$ cat config.mk
export PLATFORM = sky130hd
export DESIGN_NAME = ptr_agu
export DESIGN_NICKNAME = d
export VERILOG_FILES = /design/src/rtl/agu_pkg.sv /design/src/rtl/agu_ptr_file.sv /design/src/rtl/agu_addr_calc.sv /design/src/rtl/agu_seq.sv /design/src/rtl/ptr_agu.sv
export SDC_FILE = /design/constraint.sdc
export NUM_CORES = 1
export LEC_CHECK = 0
export BUFFER_PORTS_ARGS = -buffer_cell sky130_fd_sc_hd__buf_4
export CORE_ASPECT_RATIO = 2
export CORE_UTILIZATION = 40
export DETAILED_ROUTE_END_ITERATION = 6
export MAX_ROUTING_LAYER = met4
export PLACE_DENSITY_LB_ADDON = 0.2
export SLEW_MARGIN = 20
export SYNTH_ARGS = -nofsm -noshare
export SYNTH_HDL_FRONTEND = slang
export SYNTH_SLANG_ARGS = --single-unit
$ cat constraint.sdc
create_clock -name clk -period 8.65 [get_ports clk]
set_input_delay 0.4325 -clock clk [delete_from_list [all_inputs] [get_ports clk]]
set_output_delay 0.4325 -clock clk [all_outputs]
set_load 0.05 [all_outputs]
$ cat src/rtl/agu_pkg.sv
// Package: shared codes for the pointer address generator.
// Assumes requests use these encodings; codes outside them are refused.
package agu_pkg;
    localparam logic [1:0] OP_LOAD   = 2'd0;
    localparam logic [1:0] OP_STORE  = 2'd1;
    localparam logic [1:0] OP_PMREAD = 2'd2;

    localparam logic [1:0] SEL_X = 2'd0;
    localparam logic [1:0] SEL_Y = 2'd1;
    localparam logic [1:0] SEL_Z = 2'd2;

    localparam logic [2:0] MD_PLAIN  = 3'd0;
    localparam logic [2:0] MD_POSTINC = 3'd1;
    localparam logic [2:0] MD_PREDEC = 3'd2;
    localparam logic [2:0] MD_DISP   = 3'd3;
    localparam logic [2:0] MD_DIRECT = 3'd4;

    typedef enum logic [1:0] {
        ST_IDLE  = 2'd0,
        ST_ISSUE = 2'd1,
        ST_WAIT  = 2'd2,
        ST_DONE  = 2'd3
    } seq_state_e;
endpackage

$ cat src/rtl/agu_ptr_file.sv
// Module: holds the three pointer registers.
// The access update port has priority over the external port. The caller
// gates the external port so that both are never meant to land at once.
module agu_ptr_file #(
    parameter int AW = 16
) (
    input  logic          clk,
    input  logic          rst_n,
    input  logic          ext_we,
    input  logic [1:0]    ext_sel,
    input  logic [AW-1:0] ext_data,
    input  logic          upd_we,
    input  logic [1:0]    upd_sel,
    input  logic [AW-1:0] upd_data,
    output logic [AW-1:0] ptr_x,
    output logic [AW-1:0] ptr_y,
    output logic [AW-1:0] ptr_z
);
    localparam int NPTR = 3;

    logic [AW-1:0] ptr_q [NPTR];

    for (genvar g = 0; g < NPTR; g++) begin : g_ptr
        // One pointer register: access update first, then external write.
        always_ff @(posedge clk) begin
            if (!rst_n)
                ptr_q[g] <= '0;
            else if (upd_we && upd_sel == 2'(g))
                ptr_q[g] <= upd_data;
            else if (ext_we && ext_sel == 2'(g))
                ptr_q[g] <= ext_data;
        end
    end

    assign ptr_x = ptr_q[0];
    assign ptr_y = ptr_q[1];
    assign ptr_z = ptr_q[2];
endmodule

$ cat src/rtl/agu_addr_calc.sv
// Module: combinational effective-address and pointer-update logic.
// Assumes the pointer inputs are the registered current values. The
// outputs only matter while 'legal' is high.
module agu_addr_calc
    import agu_pkg::*;
#(
    parameter int AW = 16,
    parameter int QW = 6
) (
    input  logic [1:0]    op,
    input  logic [1:0]    sel,
    input  logic [2:0]    mode,
    input  logic [QW-1:0] disp,
    input  logic [AW-1:0] imm,
    input  logic [AW-1:0] ptr_x,
    input  logic [AW-1:0] ptr_y,
    input  logic [AW-1:0] ptr_z,
    output logic          legal,
    output logic [1:0]    eff_sel,
    output logic [AW-1:0] eff_addr,
    output logic          upd_en,
    output logic [AW-1:0] upd_val
);
    localparam int PADW = AW - QW;

    logic [AW-1:0] cur;
    logic [AW-1:0] cur_inc;
    logic [AW-1:0] cur_dec;
    logic [AW-1:0] cur_disp;

    // Pick the pointer: a program read always goes through Z.
    always_comb begin
        eff_sel = (op == OP_PMREAD) ? SEL_Z : sel;
        case (eff_sel)
            SEL_X:   cur = ptr_x;
            SEL_Y:   cur = ptr_y;
            default: cur = ptr_z;
        endcase
        cur_inc  = cur + 1'b1;
        cur_dec  = cur - 1'b1;
        cur_disp = cur + {{PADW{1'b0}}, disp};
    end

    // Decode the mode into an address, a legality flag and a write-back.
    always_comb begin
        legal    = 1'b1;
        eff_addr = cur;
        upd_en   = 1'b0;
        upd_val  = cur_inc;
        if (op == 2'd3) begin
            legal = 1'b0;
        end else if (op == OP_PMREAD) begin
            if (mode == MD_POSTINC)
                upd_en = 1'b1;
            else if (mode != MD_PLAIN)
                legal = 1'b0;
        end else if (sel == 2'd3) begin
            legal = 1'b0;
        end else begin
            case (mode)
                MD_PLAIN:   ;
                MD_POSTINC: upd_en = 1'b1;
                MD_PREDEC: begin
                    eff_addr = cur_dec;
                    upd_val  = cur_dec;
                    upd_en   = 1'b1;
                end
                MD_DISP: begin
                    eff_addr = cur_disp;
                    if (sel == SEL_X)
                        legal = 1'b0;
                end
                MD_DIRECT:  eff_addr = imm;
                default:    legal = 1'b0;
            endcase
        end
    end
endmodule

$ cat src/rtl/agu_seq.sv
// Module: access sequencer driving the memory ports.
// Assumes synchronous memories that return read data one cycle after the
// enable and hold it until the next enable. A data access takes 2 busy
// cycles and a program read takes 3.
module agu_seq
    import agu_pkg::*;
#(
    parameter int AW = 16,
    parameter int DW = 8
) (
    input  logic          clk,
    input  logic          rst_n,
    input  logic          accept,
    input  logic [1:0]    op,
    input  logic [AW-1:0] addr,
    input  logic [DW-1:0] wdata,
    input  logic [DW-1:0] dm_rdata,
    input  logic [DW-1:0] pm_rdata,
    output logic          busy,
    output logic          dm_en,
    output logic          dm_we,
    output logic [AW-1:0] dm_addr,
    output logic [DW-1:0] dm_wdata,
    output logic          pm_en,
    output logic [AW-1:0] pm_addr,
    output logic          rd_valid,
    output logic [DW-1:0] rd_data
);
    seq_state_e    state;
    logic [1:0]    op_q;
    logic [AW-1:0] addr_q;
    logic [DW-1:0] wdata_q;

    // State walk: issue, an extra wait for program reads, then finish.
    always_ff @(posedge clk) begin
        if (!rst_n) begin
            state <= ST_IDLE;
        end else begin
            case (state)
                ST_IDLE:  if (accept) state <= ST_ISSUE;
                ST_ISSUE: state <= (op_q == OP_PMREAD) ? ST_WAIT : ST_DONE;
                ST_WAIT:  state <= ST_DONE;
                default:  state <= ST_IDLE;
            endcase
        end
    end

    // Latch the request when it is accepted.
    always_ff @(posedge clk) begin
        if (!rst_n) begin
            op_q    <= OP_LOAD;
            addr_q  <= '0;
            wdata_q <= '0;
        end else if (accept) begin
            op_q    <= op;
            addr_q  <= addr;
            wdata_q <= wdata;
        end
    end

    // Capture the loaded byte when the access finishes.
    always_ff @(posedge clk) begin
        if (!rst_n) begin
            rd_valid <= 1'b0;
            rd_data  <= '0;
        end else begin
            rd_valid <= (state == ST_DONE) && (op_q != OP_STORE);
            if (state == ST_DONE && op_q != OP_STORE)
                rd_data <= (op_q == OP_PMREAD) ? pm_rdata : dm_rdata;
        end
    end

    assign busy     = (state != ST_IDLE);
    assign dm_en    = (state == ST_ISSUE) && (op_q != OP_PMREAD);
    assign dm_we    = (state == ST_ISSUE) && (op_q == OP_STORE);
    assign pm_en    = (state == ST_ISSUE) && (op_q == OP_PMREAD);
    assign dm_addr  = addr_q;
    assign pm_addr  = addr_q;
    assign dm_wdata = wdata_q;
endmodule

$ cat src/rtl/ptr_agu.sv
// Module: top of the pointer load/store address generator.
// Accepts one request when idle, updates the chosen pointer at acceptance
// and runs the access through the sequencer. External pointer writes are
// taken only while idle and with no request present.
module ptr_agu #(
    parameter int ADDR_W = 16,
    parameter int DATA_W = 8,
    parameter int DISP_W = 6
) (
    input  logic              clk,
    input  logic              rst_n,
    input  logic              req_valid,
    input  logic [1:0]        req_op,
    input  logic [1:0]        req_sel,
    input  logic [2:0]        req_mode,
    input  logic [DISP_W-1:0] req_disp,
    input  logic [ADDR_W-1:0] req_imm,
    input  logic [DATA_W-1:0] req_wdata,
    input  logic              ptr_wr_en,
    input  logic [1:0]        ptr_wr_sel,
    input  logic [ADDR_W-1:0] ptr_wr_data,
    output logic [ADDR_W-1:0] ptr_x,
    output logic [ADDR_W-1:0] ptr_y,
    output logic [ADDR_W-1:0] ptr_z,
    output logic              busy,
    output logic              dm_en,
    output logic              dm_we,
    output logic [ADDR_W-1:0] dm_addr,
    output logic [DATA_W-1:0] dm_wdata,
    input  logic [DATA_W-1:0] dm_rdata,
    output logic              pm_en,
    output logic [ADDR_W-1:0] pm_addr,
    input  logic [DATA_W-1:0] pm_rdata,
    output logic              rd_valid,
    output logic [DATA_W-1:0] rd_data
);
    logic              legal;
    logic [1:0]        eff_sel;
    logic [ADDR_W-1:0] eff_addr;
    logic              upd_en;
    logic [ADDR_W-1:0] upd_val;
    logic              accept;
    logic              ext_ok;

    assign accept = req_valid && !busy && legal;
    assign ext_ok = ptr_wr_en && !busy && !req_valid;

    agu_ptr_file #(.AW(ADDR_W)) u_ptrs (
        .clk      (clk),
        .rst_n    (rst_n),
        .ext_we   (ext_ok),
        .ext_sel  (ptr_wr_sel),
        .ext_data (ptr_wr_data),
        .upd_we   (accept && upd_en),
        .upd_sel  (eff_sel),
        .upd_data (upd_val),
        .ptr_x    (ptr_x),
        .ptr_y    (ptr_y),
        .ptr_z    (ptr_z)
    );

    agu_addr_calc #(.AW(ADDR_W), .QW(DISP_W)) u_calc (
        .op       (req_op),
        .sel      (req_sel),
        .mode     (req_mode),
        .disp     (req_disp),
        .imm      (req_imm),
        .ptr_x    (ptr_x),
        .ptr_y    (ptr_y),
        .ptr_z    (ptr_z),
        .legal    (legal),
        .eff_sel  (eff_sel),
        .eff_addr (eff_addr),
        .upd_en   (upd_en),
        .upd_val  (upd_val)
    );

    agu_seq #(.AW(ADDR_W), .DW(DATA_W)) u_seq (
        .clk      (clk),
        .rst_n    (rst_n),
        .accept   (accept),
        .op       (req_op),
        .addr     (eff_addr),
        .wdata    (req_wdata),
        .dm_rdata (dm_rdata),
        .pm_rdata (pm_rdata),
        .busy     (busy),
        .dm_en    (dm_en),
        .dm_we    (dm_we),
        .dm_addr  (dm_addr),
        .dm_wdata (dm_wdata),
        .pm_en    (pm_en),
        .pm_addr  (pm_addr),
        .rd_valid (rd_valid),
        .rd_data  (rd_data)
    );
endmodule

==> reports/metrics.cfg <==
[logic_synthesis]
yosysSeqAreaShare_pct = 36.0
syn_inst = 699
ys_types = 86
synth.most_common_cell = nand2_1
synth_edf_count = 48
syn_area_per_cell_um2 = 8.67
yosys-top-cells-count = nand2_1, o21ai_0, a21oi_1, edfxtp_1, nor2_1
yosysWarnings = 0
synth_area_leaders = edfxtp_1, dfxtp_1, o21ai_0
synth_ff_type = edfxtp_1
async_reset_ff_share_pct = 0
synth.top_cell.area_share_pct = 23.8
yosys.area.top_type = edfxtp_1
ys_seq_elements = 85
syn-num-nets = 789
syn_area_um2 = 6060

[run_status]
status = completed

[setup_path]
critical_path_required_ps = 8960
critPathArrivalTime_ps = 4080
critPathLaunch = req_op[0]
end_kind = flop
crit_fanout = 23
timing.rr.start = u_ptrs.ptr_q[1][5]
worst-setup-path-type = primary input to flop
startpoint_type = primary input

[final_layout]
fin_cells = 1038
fillers = 1456
syn_to_final_growth_pct = 27.2
fin_nets = 928
drive_gt1_share_pct = 28.1
diodes = 0

[sta]
finalCritPeriodShare_pct = 43.6
fmax_mhz = 265
timing_hold_violations_final = 0
rsz0062_at_grt = false
relSlewSlack_pct = 24.7
skew_ps = 8.66
worst_pin_slew_ps = 1120
final-setup-viol-count = 0
setup_tns_ps = 0
min_period_ps = 3770
drv_slew = 0

[clocking]
cts_tree = built
htree_levels = 3
clock_sinks = 85
cts_max_path_buffers = 2
clock-root-buffer = clkbuf_16
cts_made_buffers = 9
clk_latency_ps = 360
cts_post_setup_buffers_inserted = 0
ctsHoldBuffers = 0
cts_resized = 0
clkTransAtPathRegs_ps = 70

[grt]
grt-ovfl-total = 0
grt_max_degree = 38
grt_use_total_pct = 31.1
antenna_found_initial = 0
grt_pass1_wl_mm = 35.0
grt_pass1_vias = 6272

[floorplanning]
die_w_um = 89.0
rows = 63
die_h_um = 176
io-pin-count = 176
fp.dieArea_um2 = 15700
floorplan.initialDensity_pct = 40.9
core_area_um2 = 14800

[routing]
vias = 6205
dr.pass1.iters = 5
drcViolationCount = 0
first_iter_violations = 382
detail_route.wirelength_mm = 22.9
via_per_inst = 5.98
wl_per_cell_um = 22.0
antenna_left = 0

[pwr]
leakagePower_uw = 0.00304
p_sw_uw = 432
power_density_nw_per_um2 = 162
intPower_uw = 816
p_seq_share_pct = 37.5
p_clk_share_pct = 33.7
pwr-share-comb_pct = 28.8
vdd.ir_drop.worst_mv = 0.101
swShare_pct = 34.6

[placed_design]
dp.cells = 1022
hpwlAfterDp_mm = 17.9
gp_congestion = 0.941
io_buffer_count = 175

[run]
cap_violations = 0

[hold_path]
hold_path_startpoint = req_wdata[1]
hold_class = primary input to flop

[critical path, cell delays in order]
cell and delay [ps]:
buf_4 100, nand2b_2 280, nand2_2 360, a21oi_1 570, inv_1 140, ha_1 240, or3_1 380, a311oi_1 500
nor3_1 190, a32oi_1 280, or4b_1 440, or3b_1 160
[cells by family (layout without fill, tap and decap cells)]
| kind of cell | after synthesis | in the layout | share of synthesized area (%) |
|---|---|---|---|
| flip-flops | 85 | 85 | 36.0 |
| AO/OA/AOI/OAI | 236 | 236 | 25.2 |
| XOR/XNOR | 28 | 28 | 4.05 |
| AND/OR/NAND/NOR | 232 | 232 | 20.0 |
| multiplexers | 28 | 28 | 4.64 |
| buffers and inverters | 75 | 219 | 6.94 |
| adder cells (fa/ha/maj) | 15 | 15 | 3.22 |
[power by group through the flow]
stage | Sequential [µW] | Combinational (µW) | Clock [µW]
floorplan | 538 | 177 | 0
global placement | 476 | 354 | 0
detailed placement | 477 | 357 | 0
CTS | 469 | 358 | 425
global route | 471 | 382 | 439
finish | 469 | 359 | 421
[state kept, by name (all words and copies together) (netlist names)]
name and count:
u_seq.state 2, u_seq.dm_wdata 8, u_seq.op_q 2, u_seq.rd_data 8, u_ptrs.ptr_q 48, u_seq.rd_valid 1, u_seq.dm_addr 16
[layout by cell type (no fill, tap or decap), types with 12 or more instances in the layout]
master and n:
a211oi_1 12, inv_1 15, nand3_1 21, ha_1 14, buf_4 185, mux2i_1 27
nor3_1 18, xnor2_1 23, nor2_1 44, nand2_1 79, edfxtp_1 48, a21oi_1 60
o21ai_0 73, dfxtp_1 37
[cell type report]
type                       instances  area (µm²)  share of cell area (%)
clock buffer                      10         229                    2.97
clock inverter                     6        87.6                    1.14
inverter                          18        72.6                   0.941
multi-input combinational        539        3500                    45.5
sequential                        85        2180                    28.3
tap                              195         244                    3.17
timing repair buffer             185        1390                    18.0
[final timing paths]
path | endpoint | slack (ps) | cells past startpoint
max | u_seq.dm_addr[15] | 4880 | 12
min | u_seq.dm_wdata[1] | 330 | 3
max reg2reg | u_seq.dm_addr[15] | 5120 | 11
min reg2reg | u_seq.dm_wdata[5] | 460 | 2
[metrics by stage]
stage                     setup slack (ps)  power [µW]  area [µm²]  utilization (%)  hold WS (ps)
after global placement                4730         830        7390             49.9           444
after global routing                  4660        1290        7710             52.0           341
final                                 4880        1250        7710             52.0           330
after floorplan                       5320         715        6060                -           457
after CTS                             4980        1250        7700             52.0           323
after detailed placement              4610         834        7390             49.9           454
[routing by layer]
metal	global-route usage (%)	share of wire, %	up-vias
met2	55.3	54	323
met1	31.8	35	2924
met3	3.32	5.1	83
met4	19.0	5.7	0
li1	-	-	2875
met5	-	0	-
Power figures use the tool's default switching activity.
